<file path="config.mk">
export PLATFORM = sky130hd
export DESIGN_NAME = sfifo_srl
export DESIGN_NICKNAME = d
export VERILOG_FILES = /design/src/rtl/sfifo_pkg.sv /design/src/rtl/sfifo_lane.sv /design/src/rtl/sfifo_store.sv /design/src/rtl/sfifo_occ.sv /design/src/rtl/sfifo_errs.sv /design/src/rtl/sfifo_srl.sv
export SDC_FILE = /design/constraint.sdc
export NUM_CORES = 1
export LEC_CHECK = 0
export ABC_AREA = 1
export BUFFER_PORTS_ARGS = -buffer_cell sky130_fd_sc_hd__buf_2
export CORE_UTILIZATION = 62
export CTS_CLUSTER_DIAMETER = 40
export DETAILED_ROUTE_END_ITERATION = 12
export MAX_ROUTING_LAYER = met4
export PLACE_DENSITY = 0.8
export SYNTH_ARGS = -nofsm -noshare
export SYNTH_HDL_FRONTEND = slang
export SYNTH_HIERARCHICAL = 1
export SYNTH_SLANG_ARGS = --single-unit
</file>
<file path="constraint.sdc">
create_clock -name clk -period 11.68 [get_ports clk]
set_input_delay 0.584 -clock clk [delete_from_list [all_inputs] [get_ports clk]]
set_output_delay 0.584 -clock clk [all_outputs]
set_load 0.02 [all_outputs]
</file>
<file path="src/rtl/sfifo_pkg.sv">
package sfifo_pkg;

  typedef enum logic [1:0] {
    OCC_HOLD = 2'd0,
    OCC_INC  = 2'd1,
    OCC_DEC  = 2'd2
  } occ_op_e;

  // Counter action from the accepted push/pop pair.
  function automatic occ_op_e occ_decode(input logic push_ok, input logic pop_ok);
    if (push_ok && !pop_ok)      return OCC_INC;
    else if (pop_ok && !push_ok) return OCC_DEC;
    else                         return OCC_HOLD;
  endfunction

  // A pop is taken only when something is stored.
  function automatic logic pop_accept(input logic pop, input logic empty);
    return pop && !empty;
  endfunction

  // A push is taken unless full, or when a pop frees the slot in the same cycle.
  function automatic logic push_accept(input logic push, input logic full, input logic pop_ok);
    return push && (!full || pop_ok);
  endfunction

endpackage

</file>
<file path="src/rtl/sfifo_lane.sv">
module sfifo_lane #(
  parameter int ADDR_W = 4
) (
  input  logic              clk,
  input  logic              shift,
  input  logic              din,
  input  logic [ADDR_W-1:0] tap,
  output logic              dout
);
  localparam int DEPTH = 1 << ADDR_W;

  logic [DEPTH-1:0] chain;

  always_ff @(posedge clk) begin
    if (shift) chain <= {chain[DEPTH-2:0], din};
  end

  assign dout = chain[tap];
endmodule

</file>
<file path="src/rtl/sfifo_store.sv">
module sfifo_store #(
  parameter int WIDTH  = 24,
  parameter int ADDR_W = 4
) (
  input  logic              clk,
  input  logic              shift,
  input  logic [WIDTH-1:0]  din,
  input  logic [ADDR_W-1:0] tap,
  output logic [WIDTH-1:0]  dout
);
  for (genvar b = 0; b < WIDTH; b++) begin : g_lane
    sfifo_lane #(.ADDR_W(ADDR_W)) u_lane (
      .clk  (clk),
      .shift(shift),
      .din  (din[b]),
      .tap  (tap),
      .dout (dout[b])
    );
  end
endmodule

</file>
<file path="src/rtl/sfifo_occ.sv">
module sfifo_occ
  import sfifo_pkg::*;
#(
  parameter int ADDR_W = 4
) (
  input  logic              clk,
  input  logic              rst,
  input  logic              push,
  input  logic              pop,
  output logic              push_ok,
  output logic              pop_ok,
  output logic              empty,
  output logic              full,
  output logic [ADDR_W-1:0] tap
);
  localparam int CW    = ADDR_W + 2;
  localparam int DEPTH = 1 << ADDR_W;
  localparam logic [CW-1:0] TOP = CW'(DEPTH - 1);

  logic [CW-1:0] cnt;
  occ_op_e       op;

  assign empty   = cnt[CW-1];
  assign full    = !empty && (cnt == TOP);
  assign tap     = cnt[ADDR_W-1:0];
  assign pop_ok  = pop_accept(pop, empty);
  assign push_ok = push_accept(push, full, pop_ok);
  assign op      = occ_decode(push_ok, pop_ok);

  always_ff @(posedge clk) begin
    if (rst) begin
      cnt <= '1;
    end else begin
      case (op)
        OCC_INC: cnt <= cnt + CW'(1);
        OCC_DEC: cnt <= cnt - CW'(1);
        default: cnt <= cnt;
      endcase
    end
  end
endmodule

</file>
<file path="src/rtl/sfifo_errs.sv">
module sfifo_errs (
  input  logic clk,
  input  logic rst,
  input  logic push,
  input  logic pop,
  input  logic full,
  input  logic empty,
  output logic ovf_evt,
  output logic udf_evt,
  output logic overflow,
  output logic underflow
);
  assign ovf_evt = push && full && !pop;
  assign udf_evt = pop && empty;

  always_ff @(posedge clk) begin
    if (rst) begin
      overflow  <= 1'b0;
      underflow <= 1'b0;
    end else begin
      if (ovf_evt) overflow  <= 1'b1;
      if (udf_evt) underflow <= 1'b1;
    end
  end
endmodule

</file>
<file path="src/rtl/sfifo_srl.sv">
module sfifo_srl #(
  parameter int WIDTH  = 24,
  parameter int ADDR_W = 4
) (
  input  logic             clk,
  input  logic             rst,
  input  logic             push,
  input  logic [WIDTH-1:0] wr_data,
  input  logic             pop,
  output logic [WIDTH-1:0] rd_data,
  output logic             empty,
  output logic             full,
  output logic             overflow,
  output logic             underflow
);
  logic              push_ok;
  logic              pop_ok;
  logic [ADDR_W-1:0] tap;
  logic              ovf_evt;
  logic              udf_evt;

  sfifo_occ #(.ADDR_W(ADDR_W)) u_occ (
    .clk    (clk),
    .rst    (rst),
    .push   (push),
    .pop    (pop),
    .push_ok(push_ok),
    .pop_ok (pop_ok),
    .empty  (empty),
    .full   (full),
    .tap    (tap)
  );

  sfifo_store #(.WIDTH(WIDTH), .ADDR_W(ADDR_W)) u_store (
    .clk  (clk),
    .shift(push_ok),
    .din  (wr_data),
    .tap  (tap),
    .dout (rd_data)
  );

  sfifo_errs u_errs (
    .clk      (clk),
    .rst      (rst),
    .push     (push),
    .pop      (pop),
    .full     (full),
    .empty    (empty),
    .ovf_evt  (ovf_evt),
    .udf_evt  (udf_evt),
    .overflow (overflow),
    .underflow(underflow)
  );
endmodule

</file>
==> results of run 1 <==
==> where the power goes <==
part,internal (mW),leakage [nW],switching [mW]
clock,1.03,0.864,0.587
combinational,0.173,4.66,0.373
sequential,1.67,3.82,0.0651
total,2.87,9.35,1.03
==> worst paths after layout <==
path,end,slack [ps],cells after the start
worst min register to register,u_store/g_lane[3].u_lane/chain[2]$_DFFE_PP_,440,0
worst min-delay path,u_store/g_lane[7].u_lane/chain[0]$_DFFE_PP_,210,1
worst max-delay path,u_store/g_lane[19].u_lane/chain[5]$_DFFE_PP_,7650,7
worst max register to register,u_store/g_lane[19].u_lane/chain[5]$_DFFE_PP_,7650,7
==> sequential cells by signal (all words and copies together), names as in the netlist <==
name and cells:
u_errs/overflow 1, u_errs/underflow 1, u_occ/cnt 6, u_store/g_lane.u_lane/chain 384
==> metal layers <==
metal  vias to the layer above  track usage  wire length, µm
met2                       273        0.338            14300
met5                         -            -                0
met3                        56       0.0347             1390
met1                      5306        0.314            14100
li1                       5576            -                -
met4                         0       0.0685              640
==> placed cells by master (no fill, tap or decap) <==
| master | count |
|---|---|
| nand3_1 | 304 |
| buf_4 | 7 |
| nand3_4 | 1 |
| a21oi_1 | 4 |
| edfxtp_1 | 384 |
| clkinv_4 | 4 |
| clkbuf_1 | 6 |
| nor2_4 | 1 |
| clkbuf_16 | 53 |
| inv_2 | 53 |
| clkinv_1 | 6 |
| nand3b_1 | 1 |
| inv_1 | 325 |
| nand3_2 | 1 |
| nand2_1 | 430 |
| dfxtp_2 | 2 |
| dfxtp_1 | 4 |
| nand2_4 | 2 |
| nand4_1 | 1 |
| clkinvlp_4 | 3 |
| buf_12 | 1 |
| ha_1 | 4 |
| bufinv_16 | 9 |
| inv_6 | 5 |
| clkinv_2 | 4 |
| nor2_2 | 3 |
| inv_8 | 27 |
| xnor2_1 | 1 |
| nor2_1 | 1 |
| dfxtp_4 | 2 |
| buf_2 | 55 |
| a21oi_2 | 1 |
| fa_1 | 1 |
| nand2_2 | 99 |
==> per-stage QoR <==
stage                     utilization  area [µm²]
after floorplan                     -       17600
after global placement          0.653       18200
after detailed placement        0.653       18200
after CTS                       0.717       20000
after global routing            0.717       20000
final                           0.717       20000
==> area by class of cell <==
cell class                      count  share of cell area
Clock buffer                       59              0.0675
Multi-Input combinational cell    855               0.198
Clock inverter                     33              0.0219
Tap cell                          378              0.0237
Sequential cell                   392               0.586
Inverter                          403              0.0852
Timing Repair Buffer               63              0.0174
==> results.md, run 1 <==
* Outcome: complete, no violations
* Detail Route Antenna Nets at 0
* R2r startpoint: u_occ/cnt[1]$_SDFFE_PP1P_
* Clock Latency Late Sink at about 550 ps
* Port bufs at 55
* Cell mode on critical path: buf_4
* Clock sink total at 392
* Fin crit share at 0.345
* Io pins at 56
* Final setup margin at approximately 7600 ps
* CTS hold repair buffers at 0
* Vias in the first global route at 10600
* Post-DR vias/cell at between 5 and 6
* Area occupied by registers at ~12000 µm²
* Min-delay src: wr_data[7]
* WL final at around 30000 µm
* CTS tree: done
* DRT iter0 DRCs at between 1000 and 1500
* Cts repair resizes at 0
* Min cycle time layout at ~4000 ps
* Antenna diode count at 0
* Worst setup path startpoint: u_occ/cnt[1]$_SDFFE_PP1P_
* Max Freq at 248 MHz
* Startpoint types: flop
* Root buffer cell: clkbuf_16
* Worst vdd ir at ~0.16 mV
* CP cell instances: nand2_2, nor2_4, nand3_1, nand2_1, inv_8, buf_4, buf_4
* Crit path DAT at between 4000 and 5000 ps
* Critical Path Max Stage Delay at roughly 930 ps
* Routed vias at 11200
* Non-filler instance count after layout at 2183
* WP buf/inv at 3
* Total setup buffers inserted after CTS at 0
* Worst path slowest cell: buf_4
* DIE AREA at a little under 30000 µm²
* LEAKAGE at slightly above 9 nW
* Die Ht at roughly 170 µm
* WS Path Type: flop to flop
* Maximum fanout along the worst path at roughly 130
* Starting density of the core at 0.633
* H-tree levels at 2
* First-pass GRT wire length at 50900 µm
* Yosys warning total at 6
* Final nets at ~1800
* CTS buffer count at 50
* Setup WS pre-CTS at 7550 ps
* Dpl cells at 2091
* Clock Path Buffers at 3
* Syn nets at between 1500 and 2000
* Post-DP HPWL at approximately 16000 µm
* FP Rows at 61
* GRT Overall Usage at 0.223
* Crit end category: flop
* Setup TNS at 0 ps
* Drt wl/cell at around 14 µm
* Worst slew pin tran at about 1100 ps
* Average footprint of a synthesized cell at 10.5 µm²
* Post-synthesis cell count at 1678
* Hold WS at ~210 ps
* Max-slew violation count at 0
* Largest net degree at the start of global routing at between 150 and 200
* Final setup vio count at 0
* Mapped Area at 17600 µm²
* Layout fillers at roughly 1900
* RSZ-0062 raised after global routing: false
* CORE AREA at roughly 28000 µm²
* Crit path max-delay family: buffers and inverters
* Power Dens Cells at approximately 200 nW/µm²
* GP Congestion at about 0.79
* Power, Total at between 3 and 4 mW
* CP Data Required Time at approximately 12000 ps
* Worst Skew at 11.6 ps
* Drt first pass iters at 6
* Antenna violations before repair at 0
* Clk slew on worst S/H paths at 60 ps
* HP Class: primary input to flop
* DIE WIDTH at around 170 µm
* Share of post-route cells with drive strength above 1 at 0.184
* Area of the multi-input gates at approximately 4000 µm²
* Slew headroom at 0.265
* Max-Cap Viols at 0
* Grt ovf at 0
* Drt drc at 0
* P&R area growth vs syn at 13.2%
* Final Hold Vio Count at 0
(Power assumes the default switching activity.)
==> run 2: changes to the inputs <==
- ABC_AREA: 1 -> 0
- CORE_UTILIZATION: 62 -> 55
- PLACE_DENSITY: 0.8 -> 0.75
- clock period: 11.68 -> 3.6 ns (I/O delays scaled with it)
==> run 2 against run 1 <==
Cell area fell by 9.9%. Wire length fell by 20%. Critical path type is now flop to output pin. Core utilization fell by 5.4 points. Total power rose to 2.9 times the previous value. Clock skew rose by 7.0 ps. Critical endpoint is now rd_data[7]. Global-route usage fell by 4.1 points. Sequential share of layout area rose by 6.4 points. Non-clock buffer count rose by 28. First-iteration DRC count fell by 51%. Clock power rose to 2.8 times the previous value. Cell count fell by 47%.
==> results.md, run 2 <==
* Layout fillers at 1790 (-7.5%)
* Slew headroom at 0.413 (+0.148)
* Final Hold Vio Count at 0 (unchanged)
* Final setup vio count at 0 (unchanged)
* Post-DP HPWL at 13100 µm (-20%)
* Area of the multi-input gates at 3650 µm² (-7.7%)
* Antenna diode count at 0 (unchanged)
* Grt ovf at 0 (unchanged)
* Uppermost routed layer: met4
* Starting density of the core at 0.566 (-0.0675)
* Min cycle time layout at around 2900 ps
* Drt drc at 0 (unchanged)
* Hold Crit Depth at 4 (+3)
* Clock sink total at 392 (unchanged)
* Max Freq at ~340 MHz
* R2r endpoint: u_occ/cnt[5]$_SDFFE_PP1P_
* Non-filler instance count after layout at 1160 (-47%)
* GP Congestion at 0.822 (+4.1%)
* Average footprint of a synthesized cell at 24.8 µm² (+140%)
* M1 wire length at 11400 µm (-19%)
* Routed vias at 6841 (-39%)
* Max-slew violation count at 0 (unchanged)
* Clk slew on worst S/H paths at 60 ps (about the same)
* Metal3 WL at 923 µm (-34%)
* Root buffer cell: clkbuf_16
* Syn nets at 653 (-62%)
* RSZ-0062 raised after global routing: false
* Die Ht at 169 µm (-0.87%)
* Most frequent cells in the layout: 384 x edfxtp_1, 96 x mux4_1, 72 x mux2i_1, 55 x buf_2, 47 x clkbuf_16
* Antenna violations before repair at 0 (unchanged)
* Share of post-route cells with drive strength above 1 at 0.193 (+0.00841)
* Yosys warning total at 6 (unchanged)
* Top Registers: u_store/g_lane.u_lane/chain (384), u_occ/cnt (6)
* Startpoint types: flop
* DIE AREA at 28600 µm² (-1.7%)
* Critical Path Max Stage Delay at 680 ps (-250 ps)
* Cell mode on critical path: mux2i_1
* Commonest non-fill, non-tap cell in the layout: edfxtp_1
* Largest net degree at the start of global routing at 161 (-6.4%)
* Reg2Reg Setup Slack at 1270 ps (-6380 ps)
* R2r startpoint: u_occ/cnt[2]$_SDFFE_PP1P_
* Cts repair resizes at 0 (unchanged)
* HP Class: primary input to flop
* Power Dens Cells at 629 nW/µm² (+220%)
* Fin crit share at 0.805
* Detail Route Antenna Nets at 0 (unchanged)
* Maximum fanout along the worst path at 36 (-73%)
* Min-delay src: push
* GRT Overall Usage at 0.183 (-0.0407)
* FP Rows at 60 (-1.6%)
* LEAKAGE at 6.88 nW (-26%)
* Max-Cap Viols at 0 (unchanged)
* R2R cell count at 6 (-1)
* Top reg by flops: u_store/g_lane.u_lane/chain
* Worst Skew at 18.7 ps (+7.04 ps)
* WS Path Type: flop to output pin
* Hold WS at 36.9 ps (-174 ps)
* Clock Path Buffers at 3 (unchanged)
* CTS buffer count at 47 (-6.0%)
* Mapped Area at 15400 µm² (-13%)
* WP buf/inv at 2 (-1)
* Post-DR vias/cell at 5.90 (+15%)
* Total setup buffers inserted after CTS at 0 (unchanged)
* Clock Latency Late Sink at 540 ps (about the same)
* Number of flip-flops in the largest register at 384 (unchanged)
* Crit end category: output pin
* CP Data Required Time at 3420 ps (-8420 ps)
* H-tree levels at 2 (unchanged)
* Outcome: complete, no violations
* Met2 wire len at 11600 µm (-19%)
* Drt first pass iters at 4 (-2)
* Worst path slowest cell: dfxtp_4
* Drt wl/cell at 21.0 µm (+50%)
* DRT iter0 DRCs at 517 (-51%)
* Final nets at 788 (-56%)
* CTS hold repair buffers at 27 (+27)
* WL final at 24400 µm (-20%)
* DIE WIDTH at 169 µm (-0.87%)
* Io pins at 56 (unchanged)
* Vias in the first global route at 7104 (-33%)
* First-pass GRT wire length at 39200 µm (-23%)
* Crit path max-delay family: multiplexers
* P&R area growth vs syn at 17.1%
* Area occupied by registers at 11700 µm² (about the same)
* Worst vdd ir at 0.560 mV (+240%)
* CORE AREA at 27200 µm² (-2.4%)
* Port bufs at 55 (unchanged)
* Worst slew pin tran at 880 ps (-223 ps)
* CTS tree: done
* Hold Path Sink: u_occ/cnt[4]$_SDFFE_PP1P_
* Dpl cells at 1051 (-50%)
* Crit path DAT at 2720 ps (-1470 ps)
* Post-synthesis cell count at 620 (-63%)
* CP cell instances: buf_12, mux4_1, mux2i_1, mux2i_1, buf_2
run 2: cell count changes in the layout (fill, tap and decap cells not counted), sizes merged, moves of 27 or more:
cell and change:
dlygate4sd3 +27, inv -395, mux2i +72, mux4 +96, nand2 -529, nand3 -303
run 2: tightest hold or removal path, cell delays in order:
cell,delay (ps)
buf_2,150
nand2_1,70
a31oi_1,80
o31ai_1,70
run 2: power by group:
part | switching [mW] | total, mW | internal [mW]
Combinational | 0.660 | 1.27 | 0.608
Clock | 1.83 | 4.47 | 2.64
Sequential | 0.204 | 5.58 | 5.38
Total | 2.69 | 11.3 | 8.62
run 2: worst max path at each step:
| stage | startpoint | to | cells past startpoint |
|---|---|---|---|
| finish | u_occ/cnt[0]$_SDFFE_PP1P_ | rd_data[7] | 5 |
| floorplan | u_occ/cnt[4]$_SDFFE_PP1P_ | u_store/g_lane[0].u_lane/chain[0]$_DFFE_PP_ | 3 |
| global placement | u_occ/cnt[0]$_SDFFE_PP1P_ | rd_data[7] | 5 |
| detailed placement | u_occ/cnt[0]$_SDFFE_PP1P_ | rd_data[7] | 5 |
| CTS | u_occ/cnt[0]$_SDFFE_PP1P_ | rd_data[7] | 5 |
| global route | u_occ/cnt[0]$_SDFFE_PP1P_ | rd_data[7] | 5 |
run 2: layout make-up:
| class | instances | share of cell area |
|---|---|---|
| sequential | 392 | 0.650 |
| multi-input combinational | 218 | 0.203 |
| tap | 372 | 0.0259 |
| clock buffer | 52 | 0.0664 |
| inverter | 5 | 0.00118 |
| clock inverter | 30 | 0.0155 |
| timing repair buffer | 91 | 0.0375 |
run 2: through the flow:
stage	total power, mW	TNS, ps	util	worst slack, ps	instance area (µm²)
finish	11.3	0	0.662	701	18000
global route	11.7	0	0.662	570	18000
CTS	11.5	0	0.662	654	18000
detailed placement	6.93	0	0.598	1240	16300
global placement	6.86	0	0.598	1260	16300
floorplan	6.55	-1546100	-	-4030	15400
run 2: layer usage:
layer	global-route usage	vias up
li1	-	3071
met1	0.264	3572
met2	0.274	152
met3	0.0331	46
met4	0.0478	0
met5	-	-
==> run 3: changes to the inputs <==
- clock period: 3.6 -> 2.4 ns (I/O delays scaled with it)
==> run 3 against run 2 <==
The run now ends with setup timing left. Clock power up 53%. Cell count is 2.1% higher. Worst setup slack worse by 790 ps. Critical path depth up 1. Combinational power up 87%. Sequential power is 49% higher. Clock skew shrank 7.9 ps. Cell area grew 1.8%.
==> results.md, run 3 (synthesis results as in run 2) <==
* Antenna violations before repair at 0 (unchanged)
* Final setup vio count at 11 (+11)
* Slew headroom at 0.666 (+0.253)
* CTS buffer count at 45 (-4.3%)
* CP Data Required Time at 2280 ps (-1140 ps)
* Clock Latency Late Sink at 530 ps (about the same)
* Comb power frac at 0.135 (+0.023)
* Post-DR vias/cell at 5.92 (+0.39%)
* GRT Overall Usage at 0.204 (+0.0217)
* Area occupied by registers at 11700 µm² (unchanged)
* Area of the multi-input gates at 3390 µm² (-7.3%)
* Clock sink total at 392 (unchanged)
* Max-slew violation count at 0 (unchanged)
* Failing checks: setup timing
* Port bufs at 55 (unchanged)
* H-tree levels at 2 (unchanged)
* CTS tree: done
* WL final at 27300 µm (+12%)
* GP Congestion at 0.726 (-12%)
* Post-Route Utilization at 0.674 (+0.0122)
* Worst vdd ir at 0.554 mV (-1.0%)
* Clock Path Buffers at 3 (unchanged)
* Max-Cap Viols at 0 (unchanged)
* Max Freq at about 400 MHz
* Most frequent cells in the layout: 384 x edfxtp_1, 72 x mux2i_1, 71 x mux4_2, 49 x clkbuf_16, 38 x buf_2
* Maximum fanout along the worst path at 7 (-81%)
* Final nets at 811 (+2.9%)
* Outcome: complete, but fails checks
* Detail Route Antenna Nets at 0 (unchanged)
* Power Dens Cells at 956 nW/µm² (+52%)
* Commonest non-fill, non-tap cell in the layout: edfxtp_1
* Final Hold Vio Count at 0 (unchanged)
* Drt drc at 0 (unchanged)
* Fin crit share at 1.04
* Largest net degree at the start of global routing at 79 (-51%)
* P&R area growth vs syn at 19.2%
* HP Class: primary input to flop
* Routed vias at 7010 (+2.5%)
* Antenna diode count at 0 (unchanged)
* Crit path DAT at 2370 ps (-350 ps)
* Worst slew pin tran at 501 ps (-380 ps)
* Worst Skew at 10.7 ps (-7.95 ps)
* WS Path Type: flop to output pin
* Layout fillers at 1710 (-4.5%)
* Post-DP HPWL at 13700 µm (+4.8%)
* Switch share at 0.235 (-0.00291)
* DRT iter0 DRCs at 524 (+1.4%)
* Metal3 WL at 1220 µm (+32%)
* Top Registers: u_store/g_lane.u_lane/chain (384), u_occ/cnt (6)
* M1 wire length at 12300 µm (+7.5%)
* Top reg by flops: u_store/g_lane.u_lane/chain
* Root buffer cell: clkbuf_16
* Sequential Power Share at 0.475 (-0.018)
* Drt wl/cell at 23.1 µm (+10%)
* Share of post-route cells with drive strength above 1 at 0.297 (+0.104)
* Die Ht at 169 µm (unchanged)
* Min cycle time layout at between 2000 and 2500 ps
* Grt ovf at 0 (unchanged)
* DIE WIDTH at 169 µm (unchanged)
* Vias in the first global route at 7318 (+3.0%)
* Clock power frac at 0.389 (-0.006)
* DIE AREA at 28600 µm² (unchanged)
* RSZ-0062 raised after global routing: true
* Sw power at 4.12 mW (+53%)
* Startpoint types: flop
* CORE AREA at 27200 µm² (unchanged)
* Hold WS at 290 ps (+254 ps)
* Io pins at 56 (unchanged)
* Crit end category: output pin
* First-pass GRT wire length at 43000 µm (+9.8%)
* Met2 wire len at 13400 µm (+15%)
* LEAKAGE at 6.83 nW (-0.72%)
* Drt first pass iters at 4 (unchanged)
* Uppermost routed layer: met4
* Final setup margin at -86.5 ps (-788 ps)
* Number of flip-flops in the largest register at 384 (unchanged)
* Starting density of the core at 0.566 (unchanged)
* Clk slew on worst S/H paths at 60 ps (about the same)
* FP Rows at 60 (unchanged)
* Int Power at 13.4 mW (+55%)
-- run 3: cell count changes in the layout (fill, tap and decap cells not counted), moves of 2 or more --
cell       before  now
mux4_1         96   25
mux4_2          0   71
buf_4           4   24
buf_2          55   38
buf_16          0   11
buf_12          5   11
inv_6           9    4
clkinv_2        7    3
clkbuf_1        5    8
buf_6           0    2
bufinv_16       3    5
clkbuf_16      47   49
clkinv_1        4    6
-- run 3: area by class of cell --
| type | count | share of cell area |
|---|---|---|
| Clock buffer | 55 | 0.0658 |
| Clock inverter | 26 | 0.0160 |
| Inverter | 5 | 0.00116 |
| Multi-Input combinational cell | 218 | 0.185 |
| Sequential cell | 392 | 0.639 |
| Tap cell | 372 | 0.0254 |
| Timing Repair Buffer | 116 | 0.0680 |
-- run 3: routing by layer --
metal | track usage | vias to the layer above
met5 | - | -
met4 | 0.0529 | 0
met3 | 0.0324 | 42
met2 | 0.306 | 198
met1 | 0.298 | 3716
li1 | - | 3054
-- run 3: power by group through the flow --
stage,Combinational [mW],Clock (mW),Sequential (mW)
6_report,2.37,6.82,8.33
5_1_grt,2.52,7.22,8.39
4_1_cts,2.30,6.97,8.32
3_5_place_dp,2.00,0,8.44
3_3_place_gp,1.95,0,8.38
2_1_floorplan,1.43,0,8.39
-- run 3: metrics by stage --
stage / TNS, ps / setup slack [ps] / instance area [µm²] / power (mW) / instances
after floorplan: -2006900 / -5230 / 15400 / 9.83 / 620
after global placement: 0 / 410 / 16400 / 10.3 / 1058
after detailed placement: 0 / 311 / 16400 / 10.4 / 1058
after CTS: -365 / -63.1 / 18400 / 17.6 / 1181
after global routing: -1870 / -142 / 18300 / 18.1 / 1184
final: -373 / -86.5 / 18300 / 17.5 / 1184
-- run 3: final timing paths --
kind | slack (ps) | startpoint | end | cells after the start
setup / recovery | -90 | u_occ/cnt[0]$_SDFFE_PP1P_ | rd_data[7] | 6
hold / removal | 290 | wr_data[12] | u_store/g_lane[12].u_lane/chain[0]$_DFFE_PP_ | 2
setup reg to reg | 250 | u_occ/cnt[5]$_SDFFE_PP1P_ | u_occ/cnt[5]$_SDFFE_PP1P_ | 9
hold reg to reg | 440 | u_store/g_lane[16].u_lane/chain[1]$_DFFE_PP_ | u_store/g_lane[16].u_lane/chain[2]$_DFFE_PP_ | 0
-- run 3: timing repair --
action | CTS | global route
setup endpoints to repair | 24 | 24
buffers inserted | 5 | 1
resized for setup | 58 | 43
gates cloned | 9 | 2
hold endpoints to repair | 32 | 0
hold buffers | 28 | 0
pin swaps | 0 | 0
-- run 3: critical path: stages (launching register included) --
cell	delay [ps]
dfxtp_4	460
buf_12	160
buf_16	140
mux4_1	560
mux2i_1	140
mux2i_1	150
buf_2	210
